File: src/rtl/isa_state_ctrl.sv
module isa_state_ctrl #(
  parameter logic [4:0] RESET_MODE = 5'b10011,
  parameter int         RET_ADJ    = 4
) (
  input  logic        clk,
  input  logic        rst,
  input  logic        br_valid,
  input  logic [3:0]  br_cond,
  input  logic [31:0] br_target,
  input  logic        exc_valid,
  input  logic        exc_fast,
  input  logic [4:0]  exc_mode,
  input  logic [31:0] exc_vector,
  input  logic [31:0] exc_link,
  input  logic        ret_valid,
  input  logic        sw_valid,
  input  logic [31:0] sw_data,
  output logic [1:0]  exec_state,
  output logic [31:0] pc_out,
  output logic        pc_load,
  output logic [31:0] status_word,
  output logic [31:0] saved_word,
  output logic [31:0] link_reg,
  output logic        reserved_err
);

  localparam logic [31:0] KEEP_MASK = 32'hF900_00FF;
  localparam logic [31:0] RESET_PSR = {24'h0, 1'b1, 1'b1, 1'b0, RESET_MODE};
  localparam logic [31:0] ADJ       = 32'(RET_ADJ);

  logic [31:0] psr_q, spsr_q, lr_q, pc_q;
  logic        load_q;
  logic        cond_ok;

  wire fl_n = psr_q[31];
  wire fl_z = psr_q[30];
  wire fl_c = psr_q[29];
  wire fl_v = psr_q[28];
  wire bit_j = psr_q[24];
  wire bit_t = psr_q[5];

  always_comb begin
    unique case (br_cond[3:1])
      3'd0: cond_ok = fl_z;
      3'd1: cond_ok = fl_c;
      3'd2: cond_ok = fl_n;
      3'd3: cond_ok = fl_v;
      3'd4: cond_ok = fl_c & ~fl_z;
      3'd5: cond_ok = (fl_n == fl_v);
      3'd6: cond_ok = ~fl_z & (fl_n == fl_v);
      default: cond_ok = 1'b1;
    endcase
    if (br_cond[0]) cond_ok = ~cond_ok;
  end

  wire do_exc = exc_valid;
  wire do_ret = ret_valid & ~exc_valid;
  wire do_br  = br_valid & ~exc_valid & ~ret_valid & cond_ok;
  wire do_sw  = sw_valid & ~exc_valid & ~ret_valid & ~br_valid;

  always_ff @(posedge clk) begin
    if (rst) begin
      psr_q  <= RESET_PSR;
      spsr_q <= '0;
      lr_q   <= '0;
      pc_q   <= '0;
      load_q <= 1'b0;
    end else begin
      load_q <= 1'b0;
      if (do_exc) begin
        spsr_q <= psr_q;
        lr_q   <= exc_link;
        psr_q  <= {psr_q[31:27], 2'b00, 1'b0, 16'h0, 1'b1,
                   psr_q[6] | exc_fast, 1'b0, exc_mode};
        pc_q   <= exc_vector;
        load_q <= 1'b1;
      end else if (do_ret) begin
        psr_q  <= spsr_q;
        pc_q   <= lr_q - ADJ;
        load_q <= 1'b1;
      end else if (do_br) begin
        psr_q[24] <= 1'b1;
        psr_q[5]  <= 1'b0;
        pc_q      <= br_target;
        load_q    <= 1'b1;
      end else if (do_sw) begin
        psr_q <= sw_data & KEEP_MASK;
      end
    end
  end

  always_comb begin
    unique case ({bit_j, bit_t})
      2'b01:   exec_state = 2'b01;
      2'b10:   exec_state = 2'b10;
      default: exec_state = 2'b00;
    endcase
  end

  assign reserved_err = bit_j & bit_t;
  assign pc_out       = pc_q;
  assign pc_load      = load_q;
  assign status_word  = psr_q;
  assign saved_word   = spsr_q;
  assign link_reg     = lr_q;

  assert_reset_R1: assert property (@(posedge clk)
    rst |=> (psr_q == RESET_PSR && spsr_q == 32'h0 && lr_q == 32'h0 && !load_q));

  assert_state_R2: assert property (@(posedge clk) disable iff (rst)
    (exec_state == 2'b10) |-> (psr_q[24] && !psr_q[5]));

  assert_branch_R3: assert property (@(posedge clk) disable iff (rst)
    (br_valid && !exc_valid && !ret_valid && cond_ok) |=>
      (psr_q[24] && !psr_q[5] && pc_q == $past(br_target) && load_q));

  assert_nobranch_R4: assert property (@(posedge clk) disable iff (rst)
    (br_valid && !exc_valid && !ret_valid && !cond_ok) |=>
      ($stable(psr_q) && $stable(pc_q) && !load_q));

  assert_entry_R6: assert property (@(posedge clk) disable iff (rst)
    exc_valid |=> (spsr_q == $past(psr_q) && lr_q == $past(exc_link) &&
                   !psr_q[24] && !psr_q[5] && psr_q[7] &&
                   psr_q[4:0] == $past(exc_mode) && pc_q == $past(exc_vector) && load_q));

  assert_fast_R7: assert property (@(posedge clk) disable iff (rst)
    (exc_valid && exc_fast) |=> psr_q[6]);

  assert_return_R8: assert property (@(posedge clk) disable iff (rst)
    (ret_valid && !exc_valid) |=> (psr_q == $past(spsr_q) && pc_q == $past(lr_q) - ADJ));

  assert_swquiet_R10: assert property (@(posedge clk) disable iff (rst)
    (sw_valid && !exc_valid && !ret_valid && !br_valid) |=> (!load_q && $stable(pc_q)));

  assert_reserved_R11: assert property (@(posedge clk) disable iff (rst)
    reserved_err |-> (exec_state == 2'b00));

endmodule

File: config.mk
export PLATFORM = sky130hd
export DESIGN_NAME = isa_state_ctrl
export DESIGN_NICKNAME = d
export VERILOG_FILES = /design/src/rtl/isa_state_ctrl.sv
export SDC_FILE = /design/constraint.sdc
export NUM_CORES = 1
export LEC_CHECK = 0
export BUFFER_PORTS_ARGS = -buffer_cell sky130_fd_sc_hd__buf_2
export CORE_UTILIZATION = 33
export DETAILED_ROUTE_END_ITERATION = 16
export PLACE_DENSITY = 0.72
export SYNTH_ARGS = -nofsm -noshare
export SYNTH_HDL_FRONTEND = slang
export SYNTH_SLANG_ARGS = --single-unit
File: constraint.sdc
create_clock -name clk -period 8 [get_ports clk]
set_input_delay 1.6 -clock clk [delete_from_list [all_inputs] [get_ports clk]]
set_output_delay 1.6 -clock clk [all_outputs]
set_load 0.02 [all_outputs]
==> results of run 1 <==
==> power by group through the flow <==
| stage | logic (W) | clock network (W) | registers [W] |
|---|---|---|---|
| after floorplan | 0.000139 | 0 | 0.000753 |
| after global placement | 0.000275 | 0 | 0.000717 |
| after detailed placement | 0.000278 | 0 | 0.000718 |
| after CTS | 0.000279 | 0.000766 | 0.000705 |
| after global routing | 0.000304 | 0.000791 | 0.000710 |
| final | 0.000277 | 0.000747 | 0.000705 |
==> cells in the mapped netlist, types with 4 or more instances <==
master / instances
sky130_fd_sc_hd__nor4_1: 10
sky130_fd_sc_hd__xor2_1: 5
sky130_fd_sc_hd__buf_2: 7
sky130_fd_sc_hd__nor2_1: 115
sky130_fd_sc_hd__dfxtp_1: 129
sky130_fd_sc_hd__or3_1: 9
sky130_fd_sc_hd__clkbuf_1: 46
sky130_fd_sc_hd__or2_2: 4
sky130_fd_sc_hd__o31ai_1: 4
sky130_fd_sc_hd__nor3_1: 4
sky130_fd_sc_hd__xnor2_1: 13
sky130_fd_sc_hd__o21ai_0: 26
sky130_fd_sc_hd__o211ai_1: 7
sky130_fd_sc_hd__nand2_1: 47
sky130_fd_sc_hd__or4_1: 10
sky130_fd_sc_hd__nor2b_1: 5
sky130_fd_sc_hd__a211oi_1: 14
sky130_fd_sc_hd__mux2i_1: 78
sky130_fd_sc_hd__a222oi_1: 4
sky130_fd_sc_hd__a21oi_1: 64
sky130_fd_sc_hd__a311oi_1: 14
sky130_fd_sc_hd__nand3_1: 29
sky130_fd_sc_hd__inv_1: 7
==> cell families (layout without fill, tap and decap cells) <==
group,after synthesis,in the layout,share of synthesized area (%)
xor gates and xnor gates,18,18,2.67
other,0,2,0
buffers and inverters,65,305,4.29
adders and majority gates,1,1,0.212
AOI/OAI and AO/OA,152,152,16.3
and+or+nand+nor,245,245,19.1
DFF,129,129,43.8
muxes,80,80,13.6
==> per-stage QoR <==
step                      instances  instance area, µm²  util [%]
after floorplan                 690                5890         -
after global placement         1123                7300      42.1
after detailed placement       1123                7300      42.1
after CTS                      1155                7870      45.3
after global routing           1157                7870      45.4
final                          1157                7870      45.4
==> worst reg2reg max path: stages, from the launching register on <==
cell and delay, ps:
sky130_fd_sc_hd__dfxtp_1 380, sky130_fd_sc_hd__or4_1 690, sky130_fd_sc_hd__or3_1 570, sky130_fd_sc_hd__or4_1 500, sky130_fd_sc_hd__xnor2_1 170, sky130_fd_sc_hd__a222oi_1 320
sky130_fd_sc_hd__a21oi_1 120
==> routing by layer <==
metal | GRT usage [%] | wire length [µm] | vias to the layer above
met3 | 3.82 | 1040 | 28
met2 | 32.4 | 8860 | 208
met1 | 27.4 | 8840 | 2723
met5 | 0 | 17 | -
li1 | - | - | 2912
met4 | 8.68 | 415 | 2
==> cell type report <==
class	count	area, µm²	share of cell area (%)
clock buffer	21	450	5.72
clock inverter	11	114	1.45
multi-input combinational	496	3060	38.9
antenna	2	5.00	0.0636
inverter	9	33.8	0.429
timing repair buffer	264	1350	17.1
sequential	129	2580	32.8
tap	225	282	3.58
==> worst paths after layout <==
path	end	start	slack [ps]
setup / recovery	status_word[5]	rst	3840
hold / removal	status_word[18]	saved_word[18]	460
setup reg to reg	pc_out[19]	link_reg[7]	5120
hold reg to reg	status_word[18]	saved_word[18]	460
==> impl_metrics.xml, run 1 <==
<?xml version="1.0" encoding="UTF-8"?>
<metrics>
  <group name="logic_synthesis">
    <metric name="ys_seq_elements" unit="">129</metric>
    <metric name="postSynthCellCount" unit="">690</metric>
    <metric name="synth_warnings" unit="">0</metric>
    <metric name="count_of_flip_flops_with_a_built_in_enable_after_synthesis" unit="">0</metric>
    <metric name="seq_area_frac_synth" unit="%">43.8</metric>
    <metric name="syn-mean-instance-area" unit="µm²">8.54</metric>
    <metric name="synth_top_area_share" unit="%">43.8</metric>
    <metric name="post-synth-top-area-cell" unit="">sky130_fd_sc_hd__dfxtp_1</metric>
    <metric name="synth.net_count" unit="">835</metric>
    <metric name="async_reset_ff_share" unit="%">0</metric>
    <metric name="netlist_area" unit="mm²">0.00589</metric>
    <metric name="synth.top_cells.by_area" unit="">sky130_fd_sc_hd__dfxtp_1 44%, sky130_fd_sc_hd__mux2i_1 13%, sky130_fd_sc_hd__nor2_1 7.3%</metric>
    <metric name="cell_variety_after_synth" unit="">49</metric>
    <metric name="synthFlopType" unit="">sky130_fd_sc_hd__dfxtp_1</metric>
  </group>
  <group name="global_route">
    <metric name="track_usage" unit="%">20.6</metric>
    <metric name="grt_start_max_net_pins" unit="">86</metric>
    <metric name="grt_pass1_wl" unit="mm">28.9</metric>
    <metric name="globalRouteOverflowTotal" unit="">0</metric>
    <metric name="grt_pass1_vias" unit="">5296</metric>
    <metric name="grt_antenna_before_repair" unit="">3</metric>
  </group>
  <group name="worst_hold_path">
    <metric name="hp-class" unit="">reg2reg</metric>
    <metric name="min_delay_path_depth" unit="">2</metric>
  </group>
  <group name="placement">
    <metric name="post-dp-hpwl" unit="mm">13.4</metric>
    <metric name="buffer_ports.inserted" unit="">257</metric>
    <metric name="gp_congestion" unit="">0.832</metric>
    <metric name="place_ws" unit="ps">3300</metric>
  </group>
  <group name="drt">
    <metric name="ant_nets" unit="">0</metric>
    <metric name="vias" unit="">5873</metric>
    <metric name="drt_pre_antenna_iters" unit="">5</metric>
    <metric name="detailedRoute.firstIterationViolations" unit="">403</metric>
    <metric name="route.detailed.drc" unit="">0</metric>
    <metric name="drt_wl_total" unit="mm">19.2</metric>
    <metric name="drt-wirelength-per-cell" unit="µm">16.6</metric>
    <metric name="post_drt_via_cell_ratio" unit="">5.08</metric>
  </group>
  <group name="clock_tree">
    <metric name="ctsLongestPathBuffers" unit="">2</metric>
    <metric name="ctsHoldBuffers" unit="">0</metric>
    <metric name="clk_root_buf" unit="">sky130_fd_sc_hd__clkbuf_16</metric>
    <metric name="num_cts_buffers" unit="">17</metric>
    <metric name="clock_tree.htree_level_count" unit="">4</metric>
    <metric name="tritoncts" unit="">done</metric>
    <metric name="worstSkewPairLatency" unit="ps">410</metric>
    <metric name="ctsResizeCount" unit="">0</metric>
    <metric name="total_number_of_clock_tree_sinks" unit="">129</metric>
    <metric name="post-cts-setup-buffer-count" unit="">0</metric>
    <metric name="cts.reportedPaths.clkPinSlew" unit="ps">60</metric>
  </group>
  <group name="layout">
    <metric name="drive_above_1_share" unit="%">32.8</metric>
    <metric name="mostFrequentLayoutCells" unit="">256 x sky130_fd_sc_hd__buf_2, 129 x sky130_fd_sc_hd__dfxtp_1, 115 x sky130_fd_sc_hd__nor2_1, 78 x sky130_fd_sc_hd__mux2i_1, 64 x sky130_fd_sc_hd__a21oi_1</metric>
    <metric name="layout.nets" unit="">1062</metric>
    <metric name="layout-area-overhead-vs-synth" unit="%">33.6</metric>
    <metric name="layout.cells.most_common" unit="">sky130_fd_sc_hd__buf_2</metric>
    <metric name="nFillCells" unit="">1722</metric>
  </group>
  <group name="timing">
    <metric name="rsz0062_at_grt" unit="">false</metric>
    <metric name="min_period_over_period" unit="%">52.0</metric>
    <metric name="setup_viol_count_final" unit="">0</metric>
    <metric name="report.final.slew_viol_count" unit="">0</metric>
    <metric name="fmax_achieved" unit="MHz">240</metric>
    <metric name="hold_viol" unit="">0</metric>
    <metric name="fin_ws" unit="ps">3840</metric>
    <metric name="setup_total_negative_slack" unit="ps">0</metric>
    <metric name="worst_hold_margin" unit="ps">457</metric>
    <metric name="final.setup_skew" unit="ps">5.85</metric>
    <metric name="finalWorstPathRequiredPeriod" unit="ps">4160</metric>
    <metric name="slew-limit-headroom" unit="%">28.8</metric>
    <metric name="tightestPinTransition" unit="ps">1070</metric>
  </group>
  <group name="power">
    <metric name="power.total" unit="W">0.00173</metric>
    <metric name="static-leakage-power" unit="nW">3.71</metric>
    <metric name="p_int" unit="W">0.00125</metric>
    <metric name="vdd.ir_drop.worst" unit="mV">0.136</metric>
    <metric name="switching_share" unit="%">27.9</metric>
    <metric name="pwr-share-clk" unit="%">43.2</metric>
    <metric name="comb_power_share" unit="%">16.0</metric>
    <metric name="sequentialPowerShare" unit="%">40.8</metric>
    <metric name="total_switching_power" unit="W">0.000483</metric>
    <metric name="power_density" unit="mW/mm²">220</metric>
  </group>
  <group name="floorplanning">
    <metric name="die_y" unit="µm">136</metric>
    <metric name="rows" unit="">48</metric>
    <metric name="start_util" unit="%">34.0</metric>
    <metric name="die_area" unit="mm²">0.0184</metric>
    <metric name="fp.dieW" unit="µm">136</metric>
    <metric name="coreArea" unit="mm²">0.0174</metric>
    <metric name="ios" unit="">276</metric>
  </group>
  <group name="setup_path">
    <metric name="worstSetupPathType" unit="">in2reg</metric>
    <metric name="cp_top_family" unit="">buffers and inverters</metric>
    <metric name="timing.critical_path.from_type" unit="">input pin</metric>
    <metric name="worst_path_largest_cell_delay" unit="ps">970</metric>
    <metric name="worst_path_cell_trace" unit="">buf_2, buf_4, clkinv_1, nand2_1, a21oi_1</metric>
    <metric name="critPathArrivalTime" unit="ps">4420</metric>
    <metric name="critPathMaxFanout" unit="">85</metric>
    <metric name="critPathBufInv" unit="">3</metric>
    <metric name="r2r.worst_path.cells" unit="">6</metric>
    <metric name="worstSetupPathDepth" unit="">5</metric>
    <metric name="crit_path_end_kind" unit="">flop</metric>
    <metric name="required" unit="ps">8250</metric>
    <metric name="cpMaxStageDelayCell" unit="">sky130_fd_sc_hd__clkinv_1</metric>
  </group>
  <group name="outcome">
    <metric name="outcome" unit="">complete, no violations</metric>
  </group>
  <group name="run">
    <metric name="cap_violations" unit="">0</metric>
  </group>
</metrics>
No activity file was read; power rests on OpenSTA's default activity.
==> inputs of run 2 (changes only) <==
--- a/config.mk
+++ b/config.mk
@@ -8,7 +8,7 @@
 export BUFFER_PORTS_ARGS = -buffer_cell sky130_fd_sc_hd__buf_2
 export CORE_UTILIZATION = 33
 export DETAILED_ROUTE_END_ITERATION = 16
-export PLACE_DENSITY = 0.72
+export PLACE_DENSITY = 0.74
 export SYNTH_ARGS = -nofsm -noshare
 export SYNTH_HDL_FRONTEND = slang
 export SYNTH_SLANG_ARGS = --single-unit
==> constraint.sdc (replaced) <==
create_clock -name clk -period 3.4 [get_ports clk]
set_input_delay 0.68 -clock clk [delete_from_list [all_inputs] [get_ports clk]]
set_output_delay 0.68 -clock clk [all_outputs]
set_load 0.02 [all_outputs]
==> run 2 against run 1 <==
Power rose by 140%; count of clock-buffer cells in the layout rose by 1; worst hold slack improved by 9.9 ps; first-iteration DRC count fell by 25%; sequential share of layout area fell by 0.55 points; clock skew rose by 1.7 ps; clock power rose to 2.5 times the previous value; cell count rose by 0.78%; critical path type is now reg2reg; combinational power rose by 140%; non-clock buffer count rose by 9.
==> impl_metrics.xml, run 2 (same netlist as run 1, synthesis figures left out) <==
<?xml version="1.0" encoding="UTF-8"?>
<metrics>
  <group name="power">
    <metric name="vdd.ir_drop.worst" unit="mV">0.325</metric>
    <metric name="power_density" unit="mW/mm²">527</metric>
    <metric name="static-leakage-power" unit="nW">3.78</metric>
  </group>
  <group name="layout">
    <metric name="layout.core_utilization" unit="%">46.1</metric>
    <metric name="mostFrequentLayoutCells" unit="">255 x sky130_fd_sc_hd__buf_2, 129 x sky130_fd_sc_hd__dfxtp_1, 115 x sky130_fd_sc_hd__nor2_1, 78 x sky130_fd_sc_hd__mux2i_1, 64 x sky130_fd_sc_hd__a21oi_1</metric>
    <metric name="drive_above_1_share" unit="%">33.6</metric>
    <metric name="layout.cells.most_common" unit="">sky130_fd_sc_hd__buf_2</metric>
    <metric name="layout-area-overhead-vs-synth" unit="%">35.9</metric>
    <metric name="layout.nets" unit="">1071</metric>
  </group>
  <group name="timing">
    <metric name="finalWorstPathRequiredPeriod" unit="ps">2940</metric>
    <metric name="tightestPinTransition" unit="ps">731</metric>
    <metric name="hold_viol" unit="">0</metric>
    <metric name="fmax_achieved" unit="MHz">340</metric>
    <metric name="final.setup_skew" unit="ps">7.51</metric>
    <metric name="rsz0062_at_grt" unit="">false</metric>
    <metric name="report.final.slew_viol_count" unit="">0</metric>
    <metric name="slew-limit-headroom" unit="%">51.1</metric>
    <metric name="min_period_over_period" unit="%">86.4</metric>
    <metric name="setup_total_negative_slack" unit="ps">0</metric>
    <metric name="setup_viol_count_final" unit="">0</metric>
  </group>
  <group name="drt">
    <metric name="drt_pre_antenna_iters" unit="">5</metric>
    <metric name="route.detailed.drc" unit="">0</metric>
    <metric name="vias" unit="">5964</metric>
    <metric name="ant_nets" unit="">0</metric>
    <metric name="post_drt_via_cell_ratio" unit="">5.11</metric>
    <metric name="drt-wirelength-per-cell" unit="µm">16.5</metric>
    <metric name="detailedRoute.firstIterationViolations" unit="">302</metric>
    <metric name="drt_wl_total" unit="mm">19.2</metric>
  </group>
  <group name="floorplanning">
    <metric name="rows" unit="">48</metric>
    <metric name="die_y" unit="µm">136</metric>
    <metric name="die_area" unit="mm²">0.0184</metric>
    <metric name="coreArea" unit="mm²">0.0174</metric>
    <metric name="fp.dieW" unit="µm">136</metric>
    <metric name="start_util" unit="%">34.0</metric>
    <metric name="ios" unit="">276</metric>
  </group>
  <group name="placement">
    <metric name="buffer_ports.inserted" unit="">257</metric>
    <metric name="post-dp-hpwl" unit="mm">13.9</metric>
    <metric name="gp_congestion" unit="">0.818</metric>
  </group>
  <group name="setup_path">
    <metric name="required" unit="ps">3690</metric>
    <metric name="worstSetupPathType" unit="">reg2reg</metric>
    <metric name="critPathMaxFanout" unit="">9</metric>
    <metric name="crit_path_end_kind" unit="">flop</metric>
    <metric name="timing.critical_path.from_type" unit="">flop</metric>
    <metric name="critPathArrivalTime" unit="ps">3230</metric>
  </group>
  <group name="run">
    <metric name="cap_violations" unit="">0</metric>
  </group>
  <group name="clock_tree">
    <metric name="ctsResizeCount" unit="">0</metric>
    <metric name="tritoncts" unit="">done</metric>
    <metric name="post-cts-setup-buffer-count" unit="">0</metric>
    <metric name="cts.reportedPaths.clkPinSlew" unit="ps">60</metric>
    <metric name="total_number_of_clock_tree_sinks" unit="">129</metric>
    <metric name="ctsHoldBuffers" unit="">0</metric>
    <metric name="ctsLongestPathBuffers" unit="">2</metric>
    <metric name="clock_tree.htree_level_count" unit="">4</metric>
    <metric name="num_cts_buffers" unit="">17</metric>
    <metric name="clk_root_buf" unit="">sky130_fd_sc_hd__clkbuf_16</metric>
    <metric name="worstSkewPairLatency" unit="ps">410</metric>
  </group>
  <group name="worst_hold_path">
    <metric name="hp-class" unit="">reg2reg</metric>
  </group>
  <group name="global_route">
    <metric name="grt_start_max_net_pins" unit="">56</metric>
    <metric name="globalRouteOverflowTotal" unit="">0</metric>
    <metric name="grt_antenna_before_repair" unit="">3</metric>
    <metric name="grt_pass1_vias" unit="">5387</metric>
    <metric name="track_usage" unit="%">20.8</metric>
    <metric name="grt_pass1_wl" unit="mm">29.1</metric>
  </group>
  <group name="outcome">
    <metric name="outcome" unit="">complete, no violations</metric>
  </group>
</metrics>
[run 2: changes by cell type in the layout (fill, tap and decap cells not counted)]
cell,delta
sky130_fd_sc_hd__clkbuf_8,+3
sky130_fd_sc_hd__diode_2,+1
sky130_fd_sc_hd__clkbuf_1,-2
sky130_fd_sc_hd__buf_2,-1
sky130_fd_sc_hd__buf_12,+1
sky130_fd_sc_hd__bufinv_16,+1
sky130_fd_sc_hd__clkinvlp_4,+2
sky130_fd_sc_hd__clkinv_2,-4
sky130_fd_sc_hd__buf_4,+9
sky130_fd_sc_hd__clkinv_4,-1
[run 2: report_power, final]
part / internal (W) / total [W] / leakage [nW] / switching [W]
clock: 0.00122 / 0.00190 / 0.290 / 0.000674
combinational: 0.000263 / 0.000667 / 2.43 / 0.000404
sequential: 0.00159 / 0.00166 / 1.06 / 0.0000664
total: 0.00308 / 0.00422 / 3.78 / 0.00114
[run 2: area by class of cell]
class / instances / area (µm²)
multi-input cells: 496 / 3060
clock buffers: 22 / 484
flip-flops and latches: 129 / 2580
well taps: 225 / 282
diodes: 3 / 7.51
fillers: 1708 / 9350
clock inverters: 9 / 130
inverters: 9 / 33.8
repair buffers: 273 / 1430
[run 2: per-stage QoR]
step	area [µm²]	worst slack (ps)	total power [W]	hold slack (ps)	instances
2_1_floorplan	5890	762	0.00210	542	690
3_3_place_gp	7390	558	0.00235	447	1132
3_5_place_dp	7390	511	0.00236	457	1132
4_1_cts	8000	490	0.00426	467	1163
5_1_grt	8010	345	0.00439	492	1165
6_report	8010	463	0.00422	467	1166
[run 2: worst max-delay path: stages (launching register included)]
cell and delay (ps):
sky130_fd_sc_hd__dfxtp_1 370, sky130_fd_sc_hd__or4_1 680, sky130_fd_sc_hd__or3_1 560, sky130_fd_sc_hd__nor4_1 620
sky130_fd_sc_hd__xor2_1 150, sky130_fd_sc_hd__a222oi_1 320, sky130_fd_sc_hd__a21oi_1 100
[run 2: worst paths after layout]
| check | startpoint | end | slack [ps] | cells after the start |
|---|---|---|---|---|
| worst min-delay path | saved_word[8] | status_word[8] | 470 | 2 |
| worst min register to register | saved_word[8] | status_word[8] | 470 | 2 |
| worst max-delay path | link_reg[7] | pc_out[31] | 460 | 6 |
| worst max register to register | link_reg[7] | pc_out[31] | 460 | 6 |
[run 2: per-layer routing]
metal  up-vias  track usage, %  routed length (µm)
met2       225            32.8                8810
met4         0            9.80                 432
met3        29            4.53                1300
met5         -               0                   0
met1      2764            26.8                8660
li1       2946               -                   -
==> inputs of run 3 (changes only) <==
--- a/config.mk
+++ b/config.mk
@@ -8,7 +8,7 @@
 export BUFFER_PORTS_ARGS = -buffer_cell sky130_fd_sc_hd__buf_2
 export CORE_UTILIZATION = 33
 export DETAILED_ROUTE_END_ITERATION = 16
-export PLACE_DENSITY = 0.74
+export PLACE_DENSITY = 0.72
 export SYNTH_ARGS = -nofsm -noshare
 export SYNTH_HDL_FRONTEND = slang
 export SYNTH_SLANG_ARGS = --single-unit
==> constraint.sdc (replaced) <==
create_clock -name clk -period 3.1 [get_ports clk]
set_input_delay 0.62 -clock clk [delete_from_list [all_inputs] [get_ports clk]]
set_output_delay 0.62 -clock clk [all_outputs]
set_load 0.02 [all_outputs]
==> run 3 against run 2 <==
Sequential cell count stayed put; first-iteration DRC count is 26% higher; final area is 0.25% higher; core utilization is 0.12 points higher; sequential power is 9.6% higher; largest cell class unchanged; critical path type unchanged; register-to-register slack worse by 50 ps; die area stayed put; non-clock buffer count is 5 higher.
==> impl_metrics.xml, run 3 (same netlist as run 1, synthesis figures left out) <==
<?xml version="1.0" encoding="UTF-8"?>
<metrics>
  <group name="power">
    <metric name="sequentialPowerShare" unit="%">39.2</metric>
    <metric name="switching_share" unit="%">26.5</metric>
    <metric name="static-leakage-power" unit="nW">3.80</metric>
    <metric name="total_switching_power" unit="W">0.00123</metric>
    <metric name="pwr-share-clk" unit="%">44.7</metric>
    <metric name="power_density" unit="mW/mm²">577</metric>
    <metric name="p_int" unit="W">0.00341</metric>
    <metric name="vdd.ir_drop.worst" unit="mV">0.357</metric>
    <metric name="comb_power_share" unit="%">16.1</metric>
  </group>
  <group name="global_route">
    <metric name="globalRouteOverflowTotal" unit="">0</metric>
    <metric name="grt_pass1_vias" unit="">5454</metric>
    <metric name="grt_pass1_wl" unit="mm">29.4</metric>
    <metric name="grt_antenna_before_repair" unit="">4</metric>
    <metric name="track_usage" unit="%">21.0</metric>
    <metric name="grt_start_max_net_pins" unit="">85</metric>
  </group>
  <group name="drt">
    <metric name="drt_pre_antenna_iters" unit="">4</metric>
    <metric name="ant_nets" unit="">0</metric>
    <metric name="vias" unit="">5943</metric>
    <metric name="post_drt_via_cell_ratio" unit="">5.08</metric>
    <metric name="route.detailed.drc" unit="">0</metric>
    <metric name="drt_wl_total" unit="mm">19.5</metric>
    <metric name="drt-wirelength-per-cell" unit="µm">16.6</metric>
    <metric name="detailedRoute.firstIterationViolations" unit="">382</metric>
  </group>
  <group name="setup_path">
    <metric name="worstSetupPathType" unit="">reg2reg</metric>
    <metric name="timing.critical_path.from_type" unit="">flop</metric>
    <metric name="worst_path_largest_cell_delay" unit="ps">570</metric>
    <metric name="crit_path_end_kind" unit="">flop</metric>
    <metric name="critPathMaxFanout" unit="">9</metric>
    <metric name="critPathArrivalTime" unit="ps">2980</metric>
    <metric name="r2r.worst_path.cells" unit="">6</metric>
    <metric name="worst_path_cell_trace" unit="">or4_1, or3_1, or4_1, xnor2_1, a222oi_1, a21oi_1</metric>
    <metric name="required" unit="ps">3390</metric>
    <metric name="cp_common_cell" unit="">sky130_fd_sc_hd__or4_1</metric>
    <metric name="cpMaxStageDelayCell" unit="">sky130_fd_sc_hd__or4_1</metric>
  </group>
  <group name="run">
    <metric name="cap_violations" unit="">0</metric>
  </group>
  <group name="timing">
    <metric name="setup_total_negative_slack" unit="ps">0</metric>
    <metric name="min_period_over_period" unit="%">86.7</metric>
    <metric name="tightestPinTransition" unit="ps">931</metric>
    <metric name="finalWorstPathRequiredPeriod" unit="ps">2690</metric>
    <metric name="fmax_achieved" unit="MHz">372</metric>
    <metric name="hold_viol" unit="">0</metric>
    <metric name="setup_viol_count_final" unit="">0</metric>
    <metric name="rsz0062_at_grt" unit="">false</metric>
    <metric name="slew-limit-headroom" unit="%">37.9</metric>
    <metric name="report.final.slew_viol_count" unit="">0</metric>
    <metric name="final.setup_skew" unit="ps">8.39</metric>
  </group>
  <group name="worst_hold_path">
    <metric name="min_delay_path_depth" unit="">3</metric>
    <metric name="hp-class" unit="">in2reg</metric>
  </group>
  <group name="placement">
    <metric name="gp_congestion" unit="">0.836</metric>
    <metric name="buffer_ports.inserted" unit="">257</metric>
    <metric name="post-dp-hpwl" unit="mm">14.0</metric>
    <metric name="placed_area" unit="mm²">0.00742</metric>
  </group>
  <group name="floorplanning">
    <metric name="die_y" unit="µm">136</metric>
    <metric name="fp.dieW" unit="µm">136</metric>
    <metric name="rows" unit="">48</metric>
    <metric name="coreArea" unit="mm²">0.0174</metric>
    <metric name="die_area" unit="mm²">0.0184</metric>
    <metric name="ios" unit="">276</metric>
    <metric name="start_util" unit="%">34.0</metric>
  </group>
  <group name="layout">
    <metric name="layout-area-overhead-vs-synth" unit="%">36.2</metric>
    <metric name="nFillCells" unit="">1695</metric>
    <metric name="final_area" unit="mm²">0.00803</metric>
    <metric name="mostFrequentLayoutCells" unit="">256 x sky130_fd_sc_hd__buf_2, 129 x sky130_fd_sc_hd__dfxtp_1, 115 x sky130_fd_sc_hd__nor2_1, 78 x sky130_fd_sc_hd__mux2i_1, 64 x sky130_fd_sc_hd__a21oi_1</metric>
    <metric name="layout.nets" unit="">1076</metric>
    <metric name="layout.cells.most_common" unit="">sky130_fd_sc_hd__buf_2</metric>
    <metric name="drive_above_1_share" unit="%">33.5</metric>
  </group>
  <group name="clock_tree">
    <metric name="clk_root_buf" unit="">sky130_fd_sc_hd__clkbuf_16</metric>
    <metric name="post-cts-setup-buffer-count" unit="">0</metric>
    <metric name="ctsLongestPathBuffers" unit="">2</metric>
    <metric name="worstSkewPairLatency" unit="ps">420</metric>
    <metric name="cts.reportedPaths.clkPinSlew" unit="ps">50</metric>
    <metric name="ctsHoldBuffers" unit="">0</metric>
    <metric name="tritoncts" unit="">done</metric>
    <metric name="num_cts_buffers" unit="">17</metric>
    <metric name="ctsResizeCount" unit="">0</metric>
    <metric name="clock_tree.htree_level_count" unit="">4</metric>
    <metric name="total_number_of_clock_tree_sinks" unit="">129</metric>
  </group>
  <group name="outcome">
    <metric name="outcome" unit="">complete, no violations</metric>
  </group>
</metrics>
## run 3: cell types whose count changed in the layout (fill, tap and decap cells not counted), moves of 2 or more
| cell | delta |
|---|---|
| sky130_fd_sc_hd__clkinvlp_4 | -3 |
| sky130_fd_sc_hd__buf_4 | +4 |
| sky130_fd_sc_hd__clkbuf_8 | -2 |
| sky130_fd_sc_hd__clkbuf_1 | +2 |
## run 3: worst paths after layout
kind | startpoint | endpoint | slack [ps]
max | link_reg[7] | pc_out[19] | 410
min | exc_link[1] | link_reg[1] | 430
max reg2reg | link_reg[7] | pc_out[19] | 410
min reg2reg | saved_word[9] | status_word[9] | 460
## run 3: cell type report
| cell class | count | area, µm² | area share (%) |
|---|---|---|---|
| diodes | 4 | 10.0 | 0.125 |
| clock inverters | 6 | 133 | 1.65 |
| multi-input cells | 496 | 3060 | 38.1 |
| inverters | 9 | 33.8 | 0.421 |
| clock buffers | 22 | 464 | 5.78 |
| repair buffers | 278 | 1460 | 18.2 |
| well taps | 225 | 282 | 3.51 |
| flip-flops and latches | 129 | 2580 | 32.2 |
## run 3: worst max-delay path: cells and delay by family, from the launching register on
kind	cells	cell delay, ps
XOR/XNOR	1	160
AO/OA/AOI/OAI	2	430
AND/OR/NAND/NOR	3	1600
flip-flops	1	370
## run 3: metal layers
| layer | global-route usage [%] | up-vias | share of wire, % |
|---|---|---|---|
| met2 | 32.7 | 216 | 45 |
| met3 | 4.75 | 38 | 6.1 |
| met5 | 0 | - | 0 |
| met4 | 10.0 | 0 | 2.6 |
| li1 | - | 2943 | - |
| met1 | 27.2 | 2746 | 46 |
## run 3: stage by stage
stage | hold WS [ps] | utilization, % | total power (W) | worst slack, ps | cells
floorplan | 542 | - | 0.00230 | 462 | 690
global placement | 446 | 42.8 | 0.00258 | 519 | 1137
detailed placement | 454 | 42.8 | 0.00259 | 468 | 1137
CTS | 423 | 46.2 | 0.00468 | 419 | 1165
global route | 431 | 46.3 | 0.00483 | 319 | 1169
finish | 433 | 46.3 | 0.00464 | 414 | 1169
## run 3: power groups by stage
stage / Sequential, W / Clock, W / Combinational (W)
global route: 0.00183 / 0.00219 / 0.000812
global placement: 0.00185 / 0 / 0.000735
CTS: 0.00182 / 0.00211 / 0.000747
detailed placement: 0.00185 / 0 / 0.000744
finish: 0.00182 / 0.00207 / 0.000745
floorplan: 0.00194 / 0 / 0.000359
